**src/rtl/tcr_pkg.sv**
```systemverilog
package tcr_pkg;
    typedef enum logic [1:0] {
        ST_IDLE   = 2'd0,
        ST_FETCH  = 2'd1,
        ST_COMMIT = 2'd2
    } tcr_state_e;
endpackage

```
**src/rtl/tcr_ctrl.sv**
```systemverilog
module tcr_ctrl
    import tcr_pkg::*;
(
    input  logic clk,
    input  logic rst_n,
    input  logic cmd_valid,
    input  logic cmd_ret,
    input  logic mem_rvalid,
    output logic accept_call,
    output logic accept_ret,
    output logic fetch_done,
    output logic mem_req,
    output logic in_commit,
    output logic busy
);
    tcr_state_e state_q, state_d;

    // state register
    always_ff @(posedge clk) begin
        if (!rst_n) state_q <= ST_IDLE;
        else        state_q <= state_d;
    end

    // next-state logic
    always_comb begin
        state_d = state_q;
        unique case (state_q)
            ST_IDLE: begin
                if (cmd_valid && !cmd_ret)     state_d = ST_FETCH;   // call-accept
                else if (cmd_valid && cmd_ret) state_d = ST_COMMIT;  // ret-accept
            end
            ST_FETCH: begin
                if (mem_rvalid) state_d = ST_COMMIT;                 // fetch-done
            end
            ST_COMMIT: state_d = ST_IDLE;                            // commit-exit
            default:   state_d = ST_IDLE;
        endcase
    end

    // outputs
    always_comb begin
        accept_call = 1'b0;
        accept_ret  = 1'b0;
        fetch_done  = 1'b0;
        mem_req     = 1'b0;
        in_commit   = 1'b0;
        busy        = 1'b1;
        unique case (state_q)
            ST_IDLE: begin
                busy        = 1'b0;
                accept_call = cmd_valid && !cmd_ret;
                accept_ret  = cmd_valid && cmd_ret;
            end
            ST_FETCH: begin
                mem_req    = 1'b1;
                fetch_done = mem_rvalid;
            end
            ST_COMMIT: in_commit = 1'b1;
            default:   busy = 1'b0;
        endcase
    end

    // no command is taken while an operation is in flight
    a_r7_no_accept_busy: assert property (@(posedge clk) disable iff (!rst_n)
        (mem_req || in_commit) |-> !(accept_call || accept_ret));
endmodule

```
**src/rtl/tcr_save_regs.sv**
```systemverilog
module tcr_save_regs #(
    parameter int AW = 32,
    parameter int PW = 32
) (
    input  logic          clk,
    input  logic          rst_n,
    input  logic          cap_en,
    input  logic [AW-1:0] pc_in,
    input  logic [PW-1:0] psw_in,
    output logic [AW-1:0] save_pc,
    output logic [PW-1:0] save_psw
);
    localparam logic [AW-1:0] RET_STEP = AW'(2);

    always_ff @(posedge clk) begin
        if (!rst_n) begin
            save_pc  <= '0;
            save_psw <= '0;
        end else if (cap_en) begin
            save_pc  <= pc_in + RET_STEP;
            save_psw <= psw_in;
        end
    end

    // save registers only move on an accepted call
    a_r4_save_hold: assert property (@(posedge clk) disable iff (!rst_n)
        !cap_en |=> ($stable(save_pc) && $stable(save_psw)));
endmodule

```
**src/rtl/tcr_path.sv**
```systemverilog
module tcr_path #(
    parameter int AW = 32,
    parameter int PW = 32,
    parameter int HW = 16,
    parameter int IW = 6
) (
    input  logic          clk,
    input  logic          rst_n,
    input  logic          accept_call,
    input  logic          accept_ret,
    input  logic          fetch_done,
    input  logic [IW-1:0] cmd_index,
    input  logic [AW-1:0] tbl_base,
    input  logic [HW-1:0] mem_rdata,
    input  logic [AW-1:0] save_pc,
    input  logic [PW-1:0] save_psw,
    output logic [AW-1:0] mem_addr,
    output logic [AW-1:0] new_pc,
    output logic [PW-1:0] new_psw,
    output logic          is_ret
);
    localparam int SLOT_PAD = AW - IW - 1;
    localparam int DATA_PAD = AW - HW;
    localparam logic [AW-1:0] ALIGN_MASK = ~AW'(1);

    logic [AW-1:0] base_q;
    logic [AW-1:0] slot_off;
    logic [AW-1:0] entry_ext;

    assign slot_off  = {{SLOT_PAD{1'b0}}, cmd_index, 1'b0};
    assign entry_ext = {{DATA_PAD{1'b0}}, mem_rdata};

    always_ff @(posedge clk) begin
        if (!rst_n) begin
            base_q   <= '0;
            mem_addr <= '0;
            new_pc   <= '0;
            new_psw  <= '0;
            is_ret   <= 1'b0;
        end else begin
            if (accept_call) begin
                base_q   <= tbl_base;
                mem_addr <= tbl_base + slot_off;
                is_ret   <= 1'b0;
            end
            if (fetch_done) begin
                new_pc <= (base_q + entry_ext) & ALIGN_MASK;
            end
            if (accept_ret) begin
                new_pc  <= save_pc;
                new_psw <= save_psw;
                is_ret  <= 1'b1;
            end
        end
    end

    // status word only moves on an accepted return
    a_r8_psw_hold: assert property (@(posedge clk) disable iff (!rst_n)
        !accept_ret |=> $stable(new_psw));
endmodule

```
**src/rtl/tcr_unit.sv**
```systemverilog
module tcr_unit #(
    parameter int AW = 32,
    parameter int PW = 32,
    parameter int HW = 16,
    parameter int IW = 6
) (
    input  logic          clk,
    input  logic          rst_n,
    input  logic          cmd_valid,
    input  logic          cmd_ret,
    input  logic [IW-1:0] cmd_index,
    input  logic [AW-1:0] pc_in,
    input  logic [PW-1:0] psw_in,
    input  logic [AW-1:0] tbl_base,
    output logic          mem_req,
    output logic [AW-1:0] mem_addr,
    input  logic          mem_rvalid,
    input  logic [HW-1:0] mem_rdata,
    output logic [AW-1:0] pc_out,
    output logic [PW-1:0] psw_out,
    output logic          psw_wr,
    output logic          done,
    output logic          busy
);
    logic          accept_call;
    logic          accept_ret;
    logic          fetch_done;
    logic          in_commit;
    logic          is_ret;
    logic [AW-1:0] save_pc;
    logic [PW-1:0] save_psw;

    tcr_ctrl u_ctrl (
        .clk        (clk),
        .rst_n      (rst_n),
        .cmd_valid  (cmd_valid),
        .cmd_ret    (cmd_ret),
        .mem_rvalid (mem_rvalid),
        .accept_call(accept_call),
        .accept_ret (accept_ret),
        .fetch_done (fetch_done),
        .mem_req    (mem_req),
        .in_commit  (in_commit),
        .busy       (busy)
    );

    tcr_save_regs #(.AW(AW), .PW(PW)) u_save (
        .clk     (clk),
        .rst_n   (rst_n),
        .cap_en  (accept_call),
        .pc_in   (pc_in),
        .psw_in  (psw_in),
        .save_pc (save_pc),
        .save_psw(save_psw)
    );

    tcr_path #(.AW(AW), .PW(PW), .HW(HW), .IW(IW)) u_path (
        .clk        (clk),
        .rst_n      (rst_n),
        .accept_call(accept_call),
        .accept_ret (accept_ret),
        .fetch_done (fetch_done),
        .cmd_index  (cmd_index),
        .tbl_base   (tbl_base),
        .mem_rdata  (mem_rdata),
        .save_pc    (save_pc),
        .save_psw   (save_psw),
        .mem_addr   (mem_addr),
        .new_pc     (pc_out),
        .new_psw    (psw_out),
        .is_ret     (is_ret)
    );

    assign done   = in_commit;
    assign psw_wr = in_commit && is_ret;

    // commit is a single-cycle pulse
    a_r6_done_pulse: assert property (@(posedge clk) disable iff (!rst_n)
        done |=> !done);

    // a call commit always follows a sampled read
    a_r6_call_after_read: assert property (@(posedge clk) disable iff (!rst_n)
        (done && !psw_wr) |-> $past(mem_req && mem_rvalid));

    // request and address hold until data arrives
    a_r5_req_hold: assert property (@(posedge clk) disable iff (!rst_n)
        (mem_req && !mem_rvalid) |=> (mem_req && $stable(mem_addr)));

    // a pending read only ends in a commit
    a_r5_fetch_exit: assert property (@(posedge clk) disable iff (!rst_n)
        mem_req |=> (mem_req || done));

    // status write only with a commit
    a_r8_psw_wr_done: assert property (@(posedge clk) disable iff (!rst_n)
        psw_wr |-> done);
endmodule

```
**config.mk**
```make
export PLATFORM = sky130hd
export DESIGN_NAME = tcr_unit
export DESIGN_NICKNAME = d
export VERILOG_FILES = /design/src/rtl/tcr_pkg.sv /design/src/rtl/tcr_ctrl.sv /design/src/rtl/tcr_save_regs.sv /design/src/rtl/tcr_path.sv /design/src/rtl/tcr_unit.sv
export SDC_FILE = /design/constraint.sdc
export NUM_CORES = 1
export LEC_CHECK = 0
export BUFFER_PORTS_ARGS = -buffer_cell sky130_fd_sc_hd__buf_2
export CAP_MARGIN = 20
export CORE_ASPECT_RATIO = 1.75
export CORE_MARGIN = 5
export CORE_UTILIZATION = 45
export CTS_CLUSTER_DIAMETER = 50
export DETAILED_ROUTE_END_ITERATION = 10
export PLACE_DENSITY = 0.69
export SETUP_SLACK_MARGIN = 0.1
export SLEW_MARGIN = 5
export SYNTH_ARGS = -nofsm -noshare
export SYNTH_HDL_FRONTEND = slang
export SYNTH_SLANG_ARGS = --single-unit
```
**constraint.sdc**
```tcl
create_clock -name clk -period 2.8 [get_ports clk]
set_input_delay 0 -clock clk [delete_from_list [all_inputs] [get_ports clk]]
set_output_delay 0 -clock clk [all_outputs]
set_load 0.02 [all_outputs]
```
; ---- Word-level counts from Yosys, hierarchy flattened
; Cells that the tools add are included.
[totals]
input_bits = 123
output_inout_bits = 100
register_bits = 195
[op_classes]
n_mux = 14
n_reduce_logical = 9
n_addsub = 3
n_eq_ne = 4
[op_table]
columns = operator, count
row1 = $mux 32, 2
row2 = $add 32x16->32, 1
row3 = $add 32x2->32 const B, 1
row4 = $add 32x7->32, 1
row5 = $mux 1, 8
row6 = $mux 2, 3
row7 = $pmux 2 s2, 1
row8 = $reduce_bool 2->1, 2
row9 = $logic_and 1x1->1, 3
row10 = $ne 3x1->1 const B, 1
row11 = $eq 2x1->1 const B, 1
row12 = $eq 2x2->1 const B, 1
row13 = $logic_not 2->1, 1
row14 = $ne 2x2->1 const B, 1
row15 = $reduce_and 2->1, 1
row16 = $reduce_or 2->1, 1
row17 = $logic_not 1->1, 1

; ---- Longest topological paths before layout
; Gate-level depths: netlist of the first run.
[depth]
word_depth = 5
mapped_depth = 9
depth_no_buf = 9

; ---- Modules after synthesis
; Synthesis of the first run repeated with hierarchy kept, for this count alone.
[unflattened]
hier_cells = 1111
area_unflattened_um2 = 9897.0
[modules_own_cells]
columns = module, area_each_um2, seq_area_each_um2, n_inst, cells_per_inst
row1 = tcr_path, 6802.8, 2562.5, 1, 768
row2 = tcr_save_regs, 2899.0, 1281.2, 1, 322
row3 = tcr_ctrl, 188.9, 40.0, 1, 20
row4 = tcr_unit, 6.3, 0.0, 1, 1

; ---- Worst setup path before layout of the first run
; No wires, ideal clock.
[synth_path]
path_kind = register to register
startpoint = register u_path.base_q[0]
endpoint = register u_path.new_pc[12]
arrival_time_ns = 2.117
path_slack_ns = 0.614
n_path_buf = 0
synth_period_minus_slack_ns = 2.186
stages_incl_launch_ff = 10
setup_ns = 0.070
cell_sequence = dfxtp_1 and2_1 fa_1 a21o_1 a221o_1 a21o_1 a41oi_1 xnor2_1 nand2_1 a21oi_1
[synth_via]
elab_chain_cells = 3
[synth_lines]
columns = item, line
row1 = "start, declared", tcr_path.sv:26  ; logic [AW-1:0] base_q;
row2 = "start signal, assigned", tcr_path.sv:42  ; base_q <= tbl_base;
row3 = $add 32x16->32, tcr_path.sv:47  ; new_pc <= (base_q + entry_ext) & ALIGN_MASK;
row4 = $mux 32, tcr_path.sv:46  ; if (fetch_done) begin
row5 = $mux 32, tcr_path.sv:49  ; if (accept_ret) begin
row6 = "end signal, assigned", tcr_path.sv:47
row7 = "end signal, assigned", tcr_path.sv:50  ; new_pc <= save_pc;
row8 = "end, declared", tcr_path.sv:18  ; output logic [AW-1:0] new_pc,
; Every way passes these cells. The select of a mux whose other input is x is not followed.
; A chain may end at the register's enable or synchronous reset.

; ---- Worst setup path in the final report of the first run
[layout_path]
startpoint = input pc_in[8]
endpoint = register u_save.save_pc[17]
[layout_via]
elab_chain_cells = 1
[layout_lines]
columns = item, line
row1 = "start, declared", tcr_unit.sv:12  ; input logic [AW-1:0] pc_in,
row2 = $add 32x2->32, tcr_save_regs.sv:20  ; save_pc <= pc_in + RET_STEP;
row3 = "end signal, assigned", tcr_save_regs.sv:20
row4 = "end, declared", tcr_save_regs.sv:10  ; output logic [AW-1:0] save_pc,
; Every way passes these cells.

==> impl_metrics.env, run 1 <==
export IMPL_status="finished, final reports clean"
export IMPL_grt_ovfl_total=0
export IMPL_synth_top_cell_by_area="dfxtp_1"
export IMPL_synth_top_area_share_pct=42.4
export IMPL_setup_ws_ps=374
export IMPL_die_x_um=118
export IMPL_rsz0062_at_grt="no"
export IMPL_cp_num_buf_inv=4
export IMPL_p_per_area_nw_per_um2=556
export IMPL_swShare_pct=27.2
export IMPL_antenna_found_initial=3
export IMPL_cts_tree="built"
export IMPL_gp_congestion=0.878
export IMPL_yosys_cell_types_count=63
export IMPL_max_slew_margin_pct=60.4
export IMPL_grt_pass1_wl_mm=44.3
export IMPL_synthMuxAreaShare_pct=0.328
export IMPL_nNetsFinal=1610
export IMPL_synthTopCellsByArea="dfxtp_1 (42%), nand2_1 (11%), a21oi_1 (10%)"
export IMPL_yosys_most_used_dff="dfxtp_1"
export IMPL_cts_root_buf="clkbuf_16"
export IMPL_crit_chain="dlygate4sd3_1 > buf_2 > and4_1 > nand4_1 > nor2_1 > buf_4 > nand3_1 > xnor2_1 > dlygate4sd3_1 > nor2_1 > nor2_1"
export IMPL_postRouteAntennaNets=0
export IMPL_synth_area_sq_um=9150
export IMPL_pwr_share_clk_pct=38.6
export IMPL_seqPwrFrac_pct=44.3
export IMPL_synthXorXnorAreaFrac_pct=7.08
export IMPL_cts_htree_levels=4
export IMPL_synth_top_family_by_area="simple AND/OR/NAND/NOR gates"
export IMPL_cp_depth=11
export IMPL_synthCells=1164
export IMPL_hp_class="in -> reg"
export IMPL_fmax_ghz=0.412
export IMPL_clkTransAtPathRegs_ps=70
export IMPL_required_ps=3130
export IMPL_crit_type="in -> reg"
export IMPL_first_pass_iters=5
export IMPL_pwr_share_comb_pct=17.1
export IMPL_worstPathArrival_ps=2760
export IMPL_dieHeight_um=199
export IMPL_rr_worst_depth=9
export IMPL_setup_viol=0
export IMPL_grt_max_degree=74
export IMPL_end_kind="flip-flop"
export IMPL_clock_sinks=194
export IMPL_internal_power_mw=4.96
export IMPL_fin_crit_ps=2430
export IMPL_yosys_register_bits=194
export IMPL_drt_vias_per_instance=5.30
export IMPL_crit_path_max_incr_delay_ps=550
export IMPL_switchingPower_mw=1.85
export IMPL_dp_slack_ps=396
export IMPL_fin_skew_ps=8.39
export IMPL_dr_first_iter_drc_count=551
export IMPL_slew_viol_final=0
export IMPL_cp_slowest_cell="dlygate4sd3_1"
export IMPL_yosys_warnings=0
export IMPL_core_rowCount=69
export IMPL_async_flop_share_pct=0
export IMPL_synth_edf_count=0
export IMPL_synth_fa_ha_area_share_pct=3.86
export IMPL_synth_compound_gate_area_share_pct=20.6
export IMPL_startpoint_type="input pin"
export IMPL_post_route_period_util_pct=86.6
export IMPL_cp_top_family="buffers and inverters"
export IMPL_layout_common_cells="nand2_1 (276), buf_2 (222), dfxtp_1 (194)"
export IMPL_wl_mm=27.1
export IMPL_area_delta_synth_final_pct=33.7
export IMPL_grt_pass1_vias=8936
export IMPL_maxCapViolations=0
export IMPL_track_usage_pct=22.9
export IMPL_mappedNetlistNets=1314
export IMPL_place_hpwl_mm=19.0
export IMPL_start_util_pct=45.3
export IMPL_dieArea_sq_um=23400
export IMPL_final_util_pct=60.6
export IMPL_cts_buffer_depth=2
export IMPL_p_leak_nw=5.10
export IMPL_vias=9133
export IMPL_final_common_cell="nand2_1"
export IMPL_syn_avg_cell_area_sq_um=7.86
export IMPL_drc=0
export IMPL_finalSetupTns_ps=0
export IMPL_cp_common_cell="nor2_1"
export IMPL_num_io_pins=223
export IMPL_drive_gt1_share_pct=19.6
export IMPL_seq_area_frac_synth_pct=42.4
export IMPL_tightest_slew_ps=591
export IMPL_hold_viol=0
export IMPL_whs_path_depth=5
export IMPL_io_buffer_count=222
export IMPL_clk_insertion_delay_late_ps=440
export IMPL_core_area_sq_um=20200
export IMPL_cts_buffers=17
export IMPL_crit_fanout=5
export IMPL_vdd_drop_max_mv=0.479
export IMPL_wl_per_cell_um=15.7
export IMPL_synthSimpleGateAreaFrac_pct=22.1
==> routing by layer <==
metal  track usage (%)  wire [um]  part of all wire, %  vias to the layer above
met4              11.6       1130                  4.2                        2
met1              25.7      10800                   40                     4185
met3              4.52       1110                  4.1                       75
met5                 0         13                0.048                        -
met2              41.0      14000                   52                      250
li1                  -          -                    -                     4621
==> power groups by stage <==
stage,Combinational (mW),Clock [mW],Sequential [mW]
floorplan,0.582,0,3.15
global placement,1.03,0,3.07
detailed placement,1.04,0,3.08
CTS,1.17,2.70,3.01
global route,1.29,2.80,3.03
finish,1.16,2.63,3.02
==> synth_stat cells, types with 2 or more instances <==
master and count:
a21o_1 10, inv_1 11, xor2_1 39, a31oi_1 8, fa_1 2, o21ai_1 11
nor3b_1 3, dfxtp_1 194, buf_1 3, nor3_1 7, nor2_1 57, and4_4 2
and2_1 7, a211oi_1 17, o21bai_1 2, o2111ai_1 2, o22ai_1 15, nand3_1 24
nor2b_1 2, nand4_1 12, or3_1 7, mux2i_1 3, ha_1 25, o21a_1 2
and4_1 6, a21oi_1 183, a221oi_1 2, a311oi_1 10, and3_1 25, xnor2_1 35
o211ai_1 6, nand2b_1 5, o21ai_0 53, nand2_1 276, clkbuf_1 70
==> kinds of logic after synthesis <==
family / count (synthesis)
buf+inv: 86
fa+ha+maj: 27
xor+xnor: 74
flops: 194
compound gates: 332
simple gates: 448
mux: 3
==> state kept, by name (all words and copies together) (netlist names) <==
| register | flops |
|---|---|
| u_path.new_pc | 32 |
| u_path.is_ret | 1 |
| u_path.base_q | 32 |
| u_ctrl.state_q | 2 |
| u_path.new_psw | 32 |
| u_save.save_psw | 32 |
| u_save.save_pc | 32 |
| u_path.mem_addr | 31 |
==> path summary, 6_finish.rpt <==
path / slack, ps / startpoint / endpoint
hold reg to reg: 450 / u_save.save_psw[22] / u_path.new_psw[22]
setup reg to reg: 400 / u_path.base_q[0] / u_path.new_pc[22]
hold / removal: 70 / cmd_index[5] / u_path.mem_addr[6]
setup / recovery: 370 / pc_in[8] / u_save.save_pc[17]
==> final cells by class <==
type	instances	area [sq um]
diodes	3	7.51
clock buffers	20	457
clock inverters	12	179
fillers	1829	7960
inverters	12	47.5
multi-input cells	884	4960
flip-flops and latches	194	3880
well taps	248	310
repair buffers	351	2390
==> metrics by stage <==
step           power (mW)  std cells  cell area, sq um  hold WS (ps)
2_1_floorplan        3.73       1164              9150          95.6
3_3_place_gp         4.10       1578             10500           245
3_5_place_dp         4.12       1578             10500           247
4_1_cts              6.88       1721             12200          50.5
5_1_grt              7.13       1723             12200           103
6_report             6.81       1724             12200          73.9
==> timing repair <==
item / CTS / global route
buffers inserted: 0 / 0
hold buffers: 111 / 0
hold endpoints to repair: 134 / 0
setup endpoints to repair: 0 / 1
gates resized for setup: 0 / 1
==> worst reg2reg max path: stages (launching register included) <==
cell	delay [ps]
dfxtp_1	330
and2_1	150
fa_1	400
a21o_1	230
a221o_1	400
nand4_1	120
o211a_2	280
nor3b_1	90
xnor2_1	160
o22ai_1	100
(Power assumes the default switching activity.)
==> inputs of run 2 (changes only) <==
Settings changed: BUFFER_PORTS_ARGS -buffer_cell sky130_fd_sc_hd__buf_2 to default, CTS_CLUSTER_SIZE from default to 25, DONT_BUFFER_PORTS from default to 1, PLACE_DENSITY 0.69 to default.
==> run 2 against run 1 <==
Effect of this change: clock power hardly changed; flip-flop and latch count stayed put; total power is 1.0% lower; fmax is 2.9% lower; routed wire length hardly changed; via count is 7.6% lower; critical path depth is 1 lower; combinational power is 18% lower; sequential power is 4% higher.
==> impl_metrics.env, run 2 (synthesized netlist as in run 1, its figures left out) <==
export IMPL_cp_slowest_cell="dlygate4sd3_1"
export IMPL_tightest_slew_ps=791
export IMPL_crit_chain="dlygate4sd3_1 > ha_1 > a21o_1 > a21oi_1 > o21ai_1 > a21oi_1 > nor2b_1 > xnor2_1 > a21oi_1 > dlygate4sd3_1"
export IMPL_cts_buffer_depth=2
export IMPL_post_route_period_util_pct=89.2
export IMPL_hold_viol=0
export IMPL_fin_crit_ps=2500
export IMPL_postRouteAntennaNets=0
export IMPL_min_from="tbl_base[22]"
export IMPL_start_util_pct=45.3
export IMPL_grt_max_degree=77
export IMPL_die_x_um=118
export IMPL_gp_congestion=0.891
export IMPL_status="finished, final reports clean"
export IMPL_num_io_pins=223
export IMPL_io_buffer_count=0
export IMPL_wl_mm=27.1
export IMPL_cts_root_buf="clkbuf_16"
export IMPL_nNetsFinal=1424
export IMPL_drt_vias_per_instance=5.50
export IMPL_fmax_ghz=0.400
export IMPL_maxCapViolations=0
export IMPL_dieArea_sq_um=23400
export IMPL_clock_sinks=194
export IMPL_fin_skew_ps=8.14
export IMPL_end_kind="flip-flop"
export IMPL_startpoint_type="input pin"
export IMPL_max_slew_margin_pct=47.3
export IMPL_rsz0062_at_grt="no"
export IMPL_place_hpwl_mm=18.3
export IMPL_finalNonFillerCells=1535
export IMPL_setup_viol=0
export IMPL_vdd_drop_max_mv=0.528
export IMPL_slew_viol_final=0
export IMPL_grt_pass1_wl_mm=43.6
export IMPL_wl_per_cell_um=17.6
export IMPL_cp_common_cell="a21oi_1"
export IMPL_crit_type="in -> reg"
export IMPL_clk_insertion_delay_late_ps=430
export IMPL_crit_path_max_incr_delay_ps=570
export IMPL_dp_cells=1356
export IMPL_clkTransAtPathRegs_ps=70
export IMPL_track_usage_pct=22.9
export IMPL_core_rowCount=69
export IMPL_hp_class="in -> reg"
export IMPL_drive_gt1_share_pct=5.44
export IMPL_required_ps=3120
export IMPL_crit_start="tbl_base[1]"
export IMPL_worstPathArrival_ps=2820
export IMPL_seq_area_sq_um=3880
export IMPL_setup_ws_ps=303
export IMPL_dr_first_iter_drc_count=433
export IMPL_finalSetupTns_ps=0
export IMPL_dieHeight_um=199
export IMPL_grt_ovfl_total=0
export IMPL_grt_pass1_vias=8355
export IMPL_cts_htree_levels=4
export IMPL_dp_slack_ps=439
export IMPL_vias=8440
export IMPL_p_per_area_nw_per_um2=586
export IMPL_p_leak_nw=4.23
export IMPL_r2r_start="u_ctrl.state_q[1]"
export IMPL_final_common_cell="nand2_1"
export IMPL_layout_common_cells="nand2_1 (276), dfxtp_1 (194), a21oi_1 (183)"
export IMPL_fillers=1862
export IMPL_antenna_found_initial=0
export IMPL_multiInputGateArea_sq_um=4960
export IMPL_core_area_sq_um=20200
export IMPL_cts_buffers=17
export IMPL_first_pass_iters=5
export IMPL_crit_fanout=5
export IMPL_drc=0
export IMPL_area_delta_synth_final_pct=25.6
export IMPL_cts_tree="built"
## run 2: cell types whose count changed in the layout (fill, tap and decap cells not counted), sizes merged
cell	change
buf	-218
clkbuf	+3
clkinv	-1
clkinvlp	-1
diode	-2
dlygate4sd3	+32
inv	-2
## run 2: where the power goes
part | internal, mW | switching, mW
sequential | 2.92 | 0.204
clock | 1.61 | 1.05
combinational | 0.423 | 0.526
## run 2: repair_timing
| action | 4_1_cts | 5_1_grt |
|---|---|---|
| setup buffers | 0 | 3 |
| endpoints found under the setup margin | 0 | 1 |
| resized for setup | 0 | 1 |
| endpoints found under the hold margin | 141 | 0 |
| hold buffers | 144 | 0 |
## run 2: area by class of cell
class | instances | share of cell area [%]
antenna | 1 | 0.0218
clock buffer | 23 | 4.33
clock inverter | 8 | 1.30
inverter | 12 | 0.414
multi-input combinational | 884 | 43.1
sequential | 194 | 33.8
tap | 248 | 2.70
timing repair buffer | 165 | 14.3
## run 2: critical path, delay by kind of cell
kind / cells / cell delay [ps]
AO/OA/AOI/OAI: 5 / 1190
XOR/XNOR: 1 / 160
adder cells (fa/ha/maj): 1 / 220
buffers and inverters: 2 / 1130
AND/OR/NAND/NOR: 1 / 120
## run 2: metrics by stage
stage          hold WS (ps)  util [%]  power, mW  instance area, sq um
3_5_place_dp            101      46.4       3.92                  9370
2_1_floorplan          95.6         -       3.73                  9150
5_1_grt                38.1      56.9       7.05                 11500
3_3_place_gp           98.1      46.4       3.91                  9370
6_report               26.8      56.9       6.74                 11500
4_1_cts                3.31      56.8       6.81                 11500
## run 2: path summary, 6_finish.rpt
kind                          to  slack [ps]  cells after the start
min          u_path.mem_addr[23]          30                      4
min reg2reg   u_path.new_psw[18]         450                      2
max           u_path.mem_addr[8]         300                     10
max reg2reg   u_save.save_pc[13]         320                      8
## run 2: per-layer routing
layer	up-vias	GRT usage (%)	routed length (um)
met4	0	11.4	1170
met5	-	0	0
met1	3861	26.0	10800
met2	261	39.6	13400
met3	66	6.03	1700
li1	4252	-	-
==> inputs of run 3 (changes only) <==
Clock period 2.8 ns to 2.6 ns, I/O delays scaled along.
==> run 3 against run 2 <==
Effect of this change: total power is 7.5% higher; cell area decreased by 1.2%; via count fell by 0.32%; sequential share of layout area up 0.40 points; critical path type is now reg -> reg; flip-flop and latch count is the same; sequential power increased by 7.7%; routed wire length is 0.42% higher; first-iteration DRC count is 19% higher.
==> impl_metrics.env, run 3 (synthesized netlist as in run 1, its figures left out) <==
export IMPL_grt_pass1_vias=8177
export IMPL_seq_area_sq_um=3880
export IMPL_grt_max_degree=113
export IMPL_layout_common_cells="nand2_1 (276), dfxtp_1 (194), a21oi_1 (183)"
export IMPL_io_buffer_count=0
export IMPL_cp_endpoint="u_path.new_pc[26]"
export IMPL_cts_buffers=17
export IMPL_dp_cells=1358
export IMPL_crit_type="reg -> reg"
export IMPL_max_slew_margin_pct=51.7
export IMPL_r2r_start="u_path.base_q[0]"
export IMPL_min_from="rst_n"
export IMPL_reg2reg_slack_ps=290
export IMPL_dieArea_sq_um=23400
export IMPL_drt_vias_per_instance=5.53
export IMPL_gp_congestion=0.852
export IMPL_cts_htree_levels=4
export IMPL_grt_pass1_wl_mm=42.7
export IMPL_r2r_end="u_path.new_pc[26]"
export IMPL_die_x_um=118
export IMPL_nNetsFinal=1411
export IMPL_worstPathArrival_ps=2600
export IMPL_drive_gt1_share_pct=5.42
export IMPL_crit_fanout=6
export IMPL_clkTransAtPathRegs_ps=70
export IMPL_core_rowCount=69
export IMPL_cts_root_buf="clkbuf_16"
export IMPL_antenna_found_initial=0
export IMPL_rr_worst_depth=9
export IMPL_fin_crit_ps=2310
export IMPL_wl_mm=27.2
export IMPL_start_util_pct=45.3
export IMPL_p_leak_nw=4.19
export IMPL_clk_insertion_delay_late_ps=440
export IMPL_track_usage_pct=22.4
export IMPL_cts_tree="built"
export IMPL_fmax_ghz=0.432
export IMPL_vdd_drop_max_mv=0.533
export IMPL_first_pass_iters=7
export IMPL_dieHeight_um=199
export IMPL_startpoint_type="flip-flop"
export IMPL_post_route_period_util_pct=89.0
export IMPL_dp_slack_ps=222
export IMPL_fillers=1911
export IMPL_grt_ovfl_total=0
export IMPL_maxCapViolations=0
export IMPL_vias=8413
export IMPL_dr_first_iter_drc_count=515
export IMPL_p_per_area_nw_per_um2=638
export IMPL_slew_viol_final=0
export IMPL_num_io_pins=223
export IMPL_finalNonFillerCells=1520
export IMPL_drc=0
export IMPL_hp_class="in -> reg"
export IMPL_crit_start="u_path.base_q[0]"
export IMPL_multiInputGateArea_sq_um=4970
export IMPL_postRouteAntennaNets=0
export IMPL_cts_buffer_depth=2
export IMPL_setup_viol=0
export IMPL_rsz0062_at_grt="no"
export IMPL_area_delta_synth_final_pct=24.2
export IMPL_antenna_cells=0
export IMPL_core_area_sq_um=20200
export IMPL_fin_skew_ps=7.32
export IMPL_status="finished, final reports clean"
export IMPL_tightest_slew_ps=725
export IMPL_clock_sinks=194
export IMPL_hold_viol=0
export IMPL_final_common_cell="nand2_1"
export IMPL_end_kind="flip-flop"
export IMPL_wl_per_cell_um=17.9
export IMPL_required_ps=2890
export IMPL_place_hpwl_mm=18.2
export IMPL_finalSetupTns_ps=0
export IMPL_setup_ws_ps=286
[run 3: changes by cell type in the layout (fill, tap and decap cells not counted), sizes merged]
| cell | before | now |
|---|---|---|
| buf | 22 | 21 |
| bufinv | 4 | 5 |
| clkbuf | 23 | 22 |
| clkinv | 2 | 3 |
| clkinvlp | 2 | 1 |
| diode | 1 | 0 |
| dlygate4sd3 | 143 | 130 |
[run 3: how the worst min path moves through the flow]
stage                             end  slack, ps  cells past startpoint
CTS                  u_path.new_pc[0]        0.5                      2
floorplan           u_save.save_pc[1]        100                      1
global placement    u_save.save_pc[1]        100                      1
finish               u_path.new_pc[0]        0.1                      2
detailed placement  u_save.save_pc[1]        100                      1
global route         u_path.new_pc[0]         10                      2
[run 3: final cells by class]
type                            instances  area share [%]
Sequential cell                       194            34.2
Clock buffer                           21            4.05
Multi-Input combinational cell        884            43.7
Tap cell                              248            2.73
Clock inverter                          9            1.59
Inverter                               12           0.418
Timing Repair Buffer                  152            13.3
[run 3: through the flow]
stage               hold WS, ps  instance area (sq um)  utilization [%]  total power, mW
CTS                       0.454                  11300             56.1             7.31
detailed placement         99.8                   9370             46.4             4.21
global route               12.3                  11400             56.2             7.58
global placement           98.3                   9370             46.4             4.20
finish                    0.121                  11400             56.2             7.25
floorplan                  95.6                   9150                -             4.01
[run 3: worst max-delay path, stage by stage (launching register included)]
cell	delay, ps
dfxtp_1	310
and2_1	140
fa_1	400
a21o_1	230
a221o_1	380
nand4_1	150
o211a_4	230
nor3b_1	70
xnor2_1	170
o22ai_1	100
[run 3: where the power goes]
| group | switching, mW | internal, mW | leakage (nW) |
|---|---|---|---|
| logic | 0.567 | 0.434 | 2.30 |
| registers | 0.220 | 3.15 | 1.58 |
| clock network | 1.13 | 1.75 | 0.309 |
| total | 1.91 | 5.33 | 4.19 |
[run 3: what timing repair did]
item,CTS,global route
setup endpoints to repair,0,11
endpoints found under the hold margin,141,0
buffers inserted,0,0
resized for setup,0,6
hold buffers,131,0
[run 3: layer usage]
metal	vias up	part of all wire, %	track usage, %
met5	-	0	0
met1	3847	40	25.6
met4	0	4.1	10.8
li1	4222	-	-
met3	67	6.7	6.77
met2	277	50	38.2
